**src/rtl/alu8_pkg.sv**
```systemverilog
`timescale 1ns/1ps
package alu8_pkg;

    localparam int DATA_W  = 8;
    localparam int NIB_W   = DATA_W / 2;
    localparam int OP_W    = 5;
    localparam int FLAG_N  = 5;
    localparam logic [NIB_W-1:0] BCD_MAX = NIB_W'(9);
    localparam logic [DATA_W-1:0] LO_FIX = DATA_W'(8'h06);
    localparam logic [DATA_W-1:0] HI_FIX = DATA_W'(8'h60);

    typedef enum logic [OP_W-1:0] {
        OP_ADD = 5'd0,  OP_ADC = 5'd1,  OP_SUB = 5'd2,  OP_SBB = 5'd3,
        OP_CMP = 5'd4,  OP_INC = 5'd5,  OP_DEC = 5'd6,  OP_AND = 5'd7,
        OP_OR  = 5'd8,  OP_XOR = 5'd9,  OP_NOT = 5'd10, OP_RLC = 5'd11,
        OP_RRC = 5'd12, OP_RAL = 5'd13, OP_RAR = 5'd14, OP_STC = 5'd15,
        OP_CMC = 5'd16, OP_DAA = 5'd17
    } alu_op_e;

    typedef struct packed {
        logic sgn;
        logic zer;
        logic aux;
        logic par;
        logic cry;
    } flags_t;

    typedef enum logic [1:0] {
        FC_NONE, FC_CARRY, FC_NOCARRY, FC_ALL
    } fclass_t;

    function automatic logic even_parity(input logic [DATA_W-1:0] v);
        return ~^v;
    endfunction

    function automatic fclass_t class_of(input alu_op_e op);
        case (op)
            OP_ADD, OP_ADC, OP_SUB, OP_SBB, OP_CMP,
            OP_AND, OP_OR, OP_XOR, OP_DAA:         return FC_ALL;
            OP_INC, OP_DEC:                        return FC_NOCARRY;
            OP_RLC, OP_RRC, OP_RAL, OP_RAR,
            OP_STC, OP_CMC:                        return FC_CARRY;
            default:                               return FC_NONE;
        endcase
    endfunction

    function automatic logic is_arith(input alu_op_e op);
        case (op)
            OP_ADD, OP_ADC, OP_SUB, OP_SBB, OP_CMP,
            OP_INC, OP_DEC, OP_DAA: return 1'b1;
            default:                return 1'b0;
        endcase
    endfunction

    function automatic logic writes_acc(input alu_op_e op);
        case (op)
            OP_CMP, OP_STC, OP_CMC: return 1'b0;
            OP_ADD, OP_ADC, OP_SUB, OP_SBB, OP_INC, OP_DEC,
            OP_AND, OP_OR, OP_XOR, OP_NOT, OP_RLC, OP_RRC,
            OP_RAL, OP_RAR, OP_DAA: return 1'b1;
            default:                return 1'b0;
        endcase
    endfunction

endpackage

```
**src/rtl/alu8_arith.sv**
```systemverilog
`timescale 1ns/1ps
module alu8_arith
    import alu8_pkg::*;
(
    input  alu_op_e           op,
    input  logic [DATA_W-1:0] a,
    input  logic [DATA_W-1:0] b,
    input  logic              cin,
    input  logic              aux_in,
    output logic [DATA_W-1:0] res,
    output logic              cy,
    output logic              ac
);
    logic [DATA_W:0]  wide;
    logic [NIB_W:0]   nib;
    logic [DATA_W:0]  stage1;
    logic             ci;
    logic             lo_adj;
    logic             hi_adj;

    always_comb begin
        wide   = '0;
        nib    = '0;
        stage1 = '0;
        ci     = 1'b0;
        lo_adj = 1'b0;
        hi_adj = 1'b0;
        res    = a;
        cy     = cin;
        ac     = 1'b0;
        case (op)
            OP_ADD, OP_ADC: begin
                ci   = (op == OP_ADC) ? cin : 1'b0;
                wide = {1'b0, a} + {1'b0, b} + {{DATA_W{1'b0}}, ci};
                nib  = {1'b0, a[NIB_W-1:0]} + {1'b0, b[NIB_W-1:0]} + {{NIB_W{1'b0}}, ci};
                res  = wide[DATA_W-1:0];
                cy   = wide[DATA_W];
                ac   = nib[NIB_W];
            end
            OP_SUB, OP_SBB, OP_CMP: begin
                ci   = (op == OP_SBB) ? cin : 1'b0;
                wide = {1'b0, a} - {1'b0, b} - {{DATA_W{1'b0}}, ci};
                nib  = {1'b0, a[NIB_W-1:0]} - {1'b0, b[NIB_W-1:0]} - {{NIB_W{1'b0}}, ci};
                res  = wide[DATA_W-1:0];
                cy   = wide[DATA_W];
                ac   = nib[NIB_W];
            end
            OP_INC: begin
                wide = {1'b0, a} + 1'b1;
                nib  = {1'b0, a[NIB_W-1:0]} + 1'b1;
                res  = wide[DATA_W-1:0];
                ac   = nib[NIB_W];
            end
            OP_DEC: begin
                wide = {1'b0, a} - 1'b1;
                nib  = {1'b0, a[NIB_W-1:0]} - 1'b1;
                res  = wide[DATA_W-1:0];
                ac   = nib[NIB_W];
            end
            OP_DAA: begin
                lo_adj = (a[NIB_W-1:0] > BCD_MAX) || aux_in;
                stage1 = {1'b0, a} + {1'b0, (lo_adj ? LO_FIX : '0)};
                hi_adj = (stage1[DATA_W-1:NIB_W] > BCD_MAX) || cin || stage1[DATA_W];
                res    = stage1[DATA_W-1:0] + (hi_adj ? HI_FIX : '0);
                cy     = cin | hi_adj;
                ac     = a[NIB_W-1:0] > BCD_MAX;
            end
            default: ;
        endcase
    end
endmodule

```
**src/rtl/alu8_logic.sv**
```systemverilog
`timescale 1ns/1ps
module alu8_logic
    import alu8_pkg::*;
(
    input  alu_op_e           op,
    input  logic [DATA_W-1:0] a,
    input  logic [DATA_W-1:0] b,
    input  logic              cin,
    output logic [DATA_W-1:0] res,
    output logic              cy
);
    always_comb begin
        res = a;
        cy  = cin;
        case (op)
            OP_AND: begin res = a & b; cy = 1'b0; end
            OP_OR:  begin res = a | b; cy = 1'b0; end
            OP_XOR: begin res = a ^ b; cy = 1'b0; end
            OP_NOT: res = ~a;
            OP_RLC: begin res = {a[DATA_W-2:0], a[DATA_W-1]}; cy = a[DATA_W-1]; end
            OP_RRC: begin res = {a[0], a[DATA_W-1:1]};        cy = a[0];        end
            OP_RAL: begin res = {a[DATA_W-2:0], cin};         cy = a[DATA_W-1]; end
            OP_RAR: begin res = {cin, a[DATA_W-1:1]};         cy = a[0];        end
            OP_STC: cy = 1'b1;
            OP_CMC: cy = ~cin;
            default: ;
        endcase
    end
endmodule

```
**src/rtl/alu8_flagreg.sv**
```systemverilog
`timescale 1ns/1ps
module alu8_flagreg
    import alu8_pkg::*;
(
    input  logic   clk,
    input  logic   rst,
    input  logic   cy_we,
    input  logic   rest_we,
    input  flags_t d,
    output flags_t q
);
    always_ff @(posedge clk) begin
        if (rst) begin
            q <= '0;
        end else begin
            if (cy_we) q.cry <= d.cry;
            if (rest_we) begin
                q.sgn <= d.sgn;
                q.zer <= d.zer;
                q.aux <= d.aux;
                q.par <= d.par;
            end
        end
    end
endmodule

```
**src/rtl/alu8_status.sv**
```systemverilog
`timescale 1ns/1ps
module alu8_status
    import alu8_pkg::*;
(
    input  logic              clk,
    input  logic              rst,
    input  logic              exec_en,
    input  logic [OP_W-1:0]   op_code,
    input  logic [DATA_W-1:0] acc_in,
    input  logic [DATA_W-1:0] opnd_in,
    output logic [DATA_W-1:0] result_o,
    output logic              acc_we_o,
    output logic [FLAG_N-1:0] flags_o
);
    alu_op_e           op;
    fclass_t           fcls;
    flags_t            cur;
    flags_t            nxt;
    logic [DATA_W-1:0] ar_res, lg_res;
    logic              ar_cy, ar_ac, lg_cy;
    logic              arith_sel;

    assign op        = alu_op_e'(op_code);
    assign fcls      = class_of(op);
    assign arith_sel = is_arith(op);

    alu8_arith u_arith (
        .op(op), .a(acc_in), .b(opnd_in), .cin(cur.cry), .aux_in(cur.aux),
        .res(ar_res), .cy(ar_cy), .ac(ar_ac)
    );

    alu8_logic u_logic (
        .op(op), .a(acc_in), .b(opnd_in), .cin(cur.cry),
        .res(lg_res), .cy(lg_cy)
    );

    always_comb begin
        result_o = arith_sel ? ar_res : lg_res;
        acc_we_o = writes_acc(op);
        nxt.sgn  = result_o[DATA_W-1];
        nxt.zer  = (result_o == '0);
        nxt.par  = even_parity(result_o);
        nxt.aux  = arith_sel ? ar_ac : 1'b0;
        nxt.cry  = arith_sel ? ar_cy : lg_cy;
    end

    alu8_flagreg u_flags (
        .clk(clk), .rst(rst),
        .cy_we(exec_en && (fcls == FC_ALL || fcls == FC_CARRY)),
        .rest_we(exec_en && (fcls == FC_ALL || fcls == FC_NOCARRY)),
        .d(nxt), .q(cur)
    );

    assign flags_o = cur;
endmodule

```
**config.mk**
```make
export PLATFORM = sky130hd
export DESIGN_NAME = alu8_status
export DESIGN_NICKNAME = d
export VERILOG_FILES = /design/src/rtl/alu8_pkg.sv /design/src/rtl/alu8_arith.sv /design/src/rtl/alu8_logic.sv /design/src/rtl/alu8_flagreg.sv /design/src/rtl/alu8_status.sv
export SDC_FILE = /design/constraint.sdc
export NUM_CORES = 1
export LEC_CHECK = 0
export ABC_CLOCK_PERIOD_IN_PS = 8900
export BUFFER_PORTS_ARGS = -buffer_cell sky130_fd_sc_hd__buf_2
export CAP_MARGIN = 20
export CORE_UTILIZATION = 40
export CTS_BUF_LIST = sky130_fd_sc_hd__clkbuf_8
export DETAILED_ROUTE_END_ITERATION = 8
export SYNTH_ARGS = -nofsm -noshare
export SYNTH_HDL_FRONTEND = slang
export SYNTH_HIERARCHICAL = 1
export SYNTH_SLANG_ARGS = --single-unit
```
**constraint.sdc**
```tcl
create_clock -name clk -period 8.9 [get_ports clk]
set_clock_uncertainty 0.15 [all_clocks]
set_input_delay 0.445 -clock clk [delete_from_list [all_inputs] [get_ports clk]]
set_output_delay 0.445 -clock clk [all_outputs]
set_load 0.1 [all_outputs]
```
==> metrics.cfg <==
[outcome]
outcome = finished clean

[worst_setup_path]
critical_path_class = in2out
crit_path_end_kind = output port
cp.required_ps = 8310
arrival_ps = 4540
cp-start-kind = input pin
crit_fanout = 16

[layout]
largest_register_ffs = 5
diodes = 0
regMostFlops = u_flags/q
layout.nets = 536
synthToLayoutAreaGrowth_pct = 7.87
drive_above_1_share = 0.147
reg_top3 = u_flags/q: 5 flops

[synthesis]
ys_top_cells_by_area = ha_1 21%, inv_1 5.7%, mux2i_1 5.2%, a21oi_1 4.3%, fa_1 4.3%
seq_area_frac_synth = 0.0304
post-synth-top-count-cell = ha_1
synth_edf_count = 0
synth.avg_cell_area_um2 = 7.72
synth_flop_cell = dfxtp_1
yosysTopAreaCell = ha_1
synth_common_cells = 54 x ha_1, 50 x inv_1, 28 x a21oi_1, 26 x nor2_1, 18 x o21ai_0
async_flop_share = 0
yosysUniqueCellTypes = 75
netlist.area_leader.share = 0.205
synth_cells = 426
synth_fp_nets = 511
synth_seq_cells = 5
ys_warn_count = 6
syn_area_um2 = 3290

[routing]
post_drt_wl_per_cell_um = 19.1
routed_wl_mm = 10.6
dr.max_layer_used = met4
firstDrtPassIters = 5
num_vias = 3323
drt-met1-wl_mm = 4.71
viasPerCell = 6.02
drt-initial-drc-count = 263
met2_length_mm = 5.04
wl_met3_um = 620
antenna_left = 0
drc = 0

[floorplanning]
io_pins = 38
die_y_um = 92.7
rows = 32
start_util = 0.419
dieArea_um2 = 8590
die_x_um = 92.7
coreArea_um2 = 7850

[placed_design]
post-dp-hpwl_mm = 8.00
place_congestion = 0.901
port-buffer-count = 37
place_ws_ps = 3830

[grt]
grt_overflow = 0
grt_usage = 0.252
grt_pass1_wl_mm = 17.0
antenna_found_initial = 0
grt_pass1_vias = 3266
grt_max_degree = 41

[clocking]
clk_pin_slew_ps = 40
post_cts_buffers = 0
cts_tree = yes
ctsResizeCount = 0
cts_hold_buf = 0
clock_sinks = 5
cts_buffers = 3
worstSkewPairLatency_ps = 230
h-tree-depth = 1
root_buffer = clkbuf_8
clockBufferDepth = 2

[sta]
tightest_slew_ps = 1150
rsz0062_at_grt = no
finalWorstPathRequiredPeriod_ps = 5130
finalSetupViolations = 0
tns_ps = 0
fmax_ghz = 0.195
hold_ws_ps = 295
slew_viol_final = 0
period_share = 0.576
setup_slack_ps = 3770
slew_headroom = 0.227
hold_viol_final = 0

[job]
drv_cap = 0

[pwr]
leakage_nw = 1.63
power_mw = 0.329
ir_worst_vdd_mv = 0.0549
p_per_area_nw_per_um2 = 92.7

[min_path]
min_path_type = in2reg

-- cell usage in the layout, fill, tap and decap left out, types with 4 or more instances in the layout --
cell type / instances
a21oi_1: 28
xor2_1: 10
o21a_1: 8
mux2i_1: 17
a22oi_1: 4
a21o_1: 6
nor2_1: 26
ha_1: 54
nand3_1: 9
a211oi_1: 4
a221oi_1: 8
o21ai_0: 18
o22ai_1: 4
o211ai_1: 8
nor3_1: 15
mux2_2: 8
buf_2: 37
xnor2_1: 16
dfxtp_1: 5
nand2_1: 14
nand2b_1: 7
o21ai_1: 4
fa_1: 7
inv_1: 51
a32oi_1: 4
nor2b_1: 11
-- power breakdown --
group | total (mW) | switching, mW | internal, mW | leakage (nW)
logic | 0.260 | 0.173 | 0.0867 | 1.56
registers | 0.0252 | 0.00114 | 0.0241 | 0.0405
clock network | 0.0438 | 0.0139 | 0.0298 | 0.0269
total | 0.329 | 0.188 | 0.141 | 1.63
-- worst max-delay path, stage by stage --
cell	delay, ps
buf_2	260
o21ai_0	190
nand2b_1	160
ha_1	210
inv_1	70
fa_1	420
nand3b_2	230
xnor2_1	160
or3b_4	420
a211oi_4	300
inv_1	80
ha_1	180
inv_1	70
fa_1	400
nor2_1	120
a221oi_1	70
o221ai_1	140
mux2_2	190
buf_2	420
-- worst paths after layout --
kind                                                   to                      start  slack [ps]  cells past startpoint
worst max-delay path                          result_o[6]                  acc_in[3]        3770                     19
worst min register to register  u_flags/q[1]$_SDFFE_PP0P_  u_flags/q[1]$_SDFFE_PP0P_         350                      2
worst min-delay path            u_flags/q[0]$_SDFFE_PP0P_                        rst         300                      2
worst max register to register  u_flags/q[1]$_SDFFE_PP0P_  u_flags/q[2]$_SDFFE_PP0P_        4310                     21
-- metrics by stage --
stage	util	cell area, µm²	std cells
5_1_grt	0.452	3550	552
3_3_place_gp	0.447	3500	548
4_1_cts	0.452	3550	552
6_report	0.452	3550	552
2_1_floorplan	-	3290	426
3_5_place_dp	0.447	3500	548
-- routing by layer --
layer,GRT usage,vias to the layer above
li1,-,1613
met1,0.340,1561
met4,0.0590,0
met3,0.0189,16
met2,0.434,133
met5,0,-
-- cells by family after synthesis --
group	Yosys count	synth area share
adder cells (fa/ha/maj)	61	0.248
flip-flops	5	0.0304
buffers and inverters	69	0.0920
AO/OA/AOI/OAI	129	0.292
XOR/XNOR	26	0.0692
multiplexers	26	0.0836
AND/OR/NAND/NOR	110	0.184
-- layout make-up --
type	instances	area [µm²]
repair buffers	38	193
clock inverters	1	3.75
fillers	830	4300
multi-input cells	352	2890
clock buffers	3	41.3
well taps	102	128
inverters	51	191
flip-flops and latches	5	100
Power figures use the tool's default switching activity.
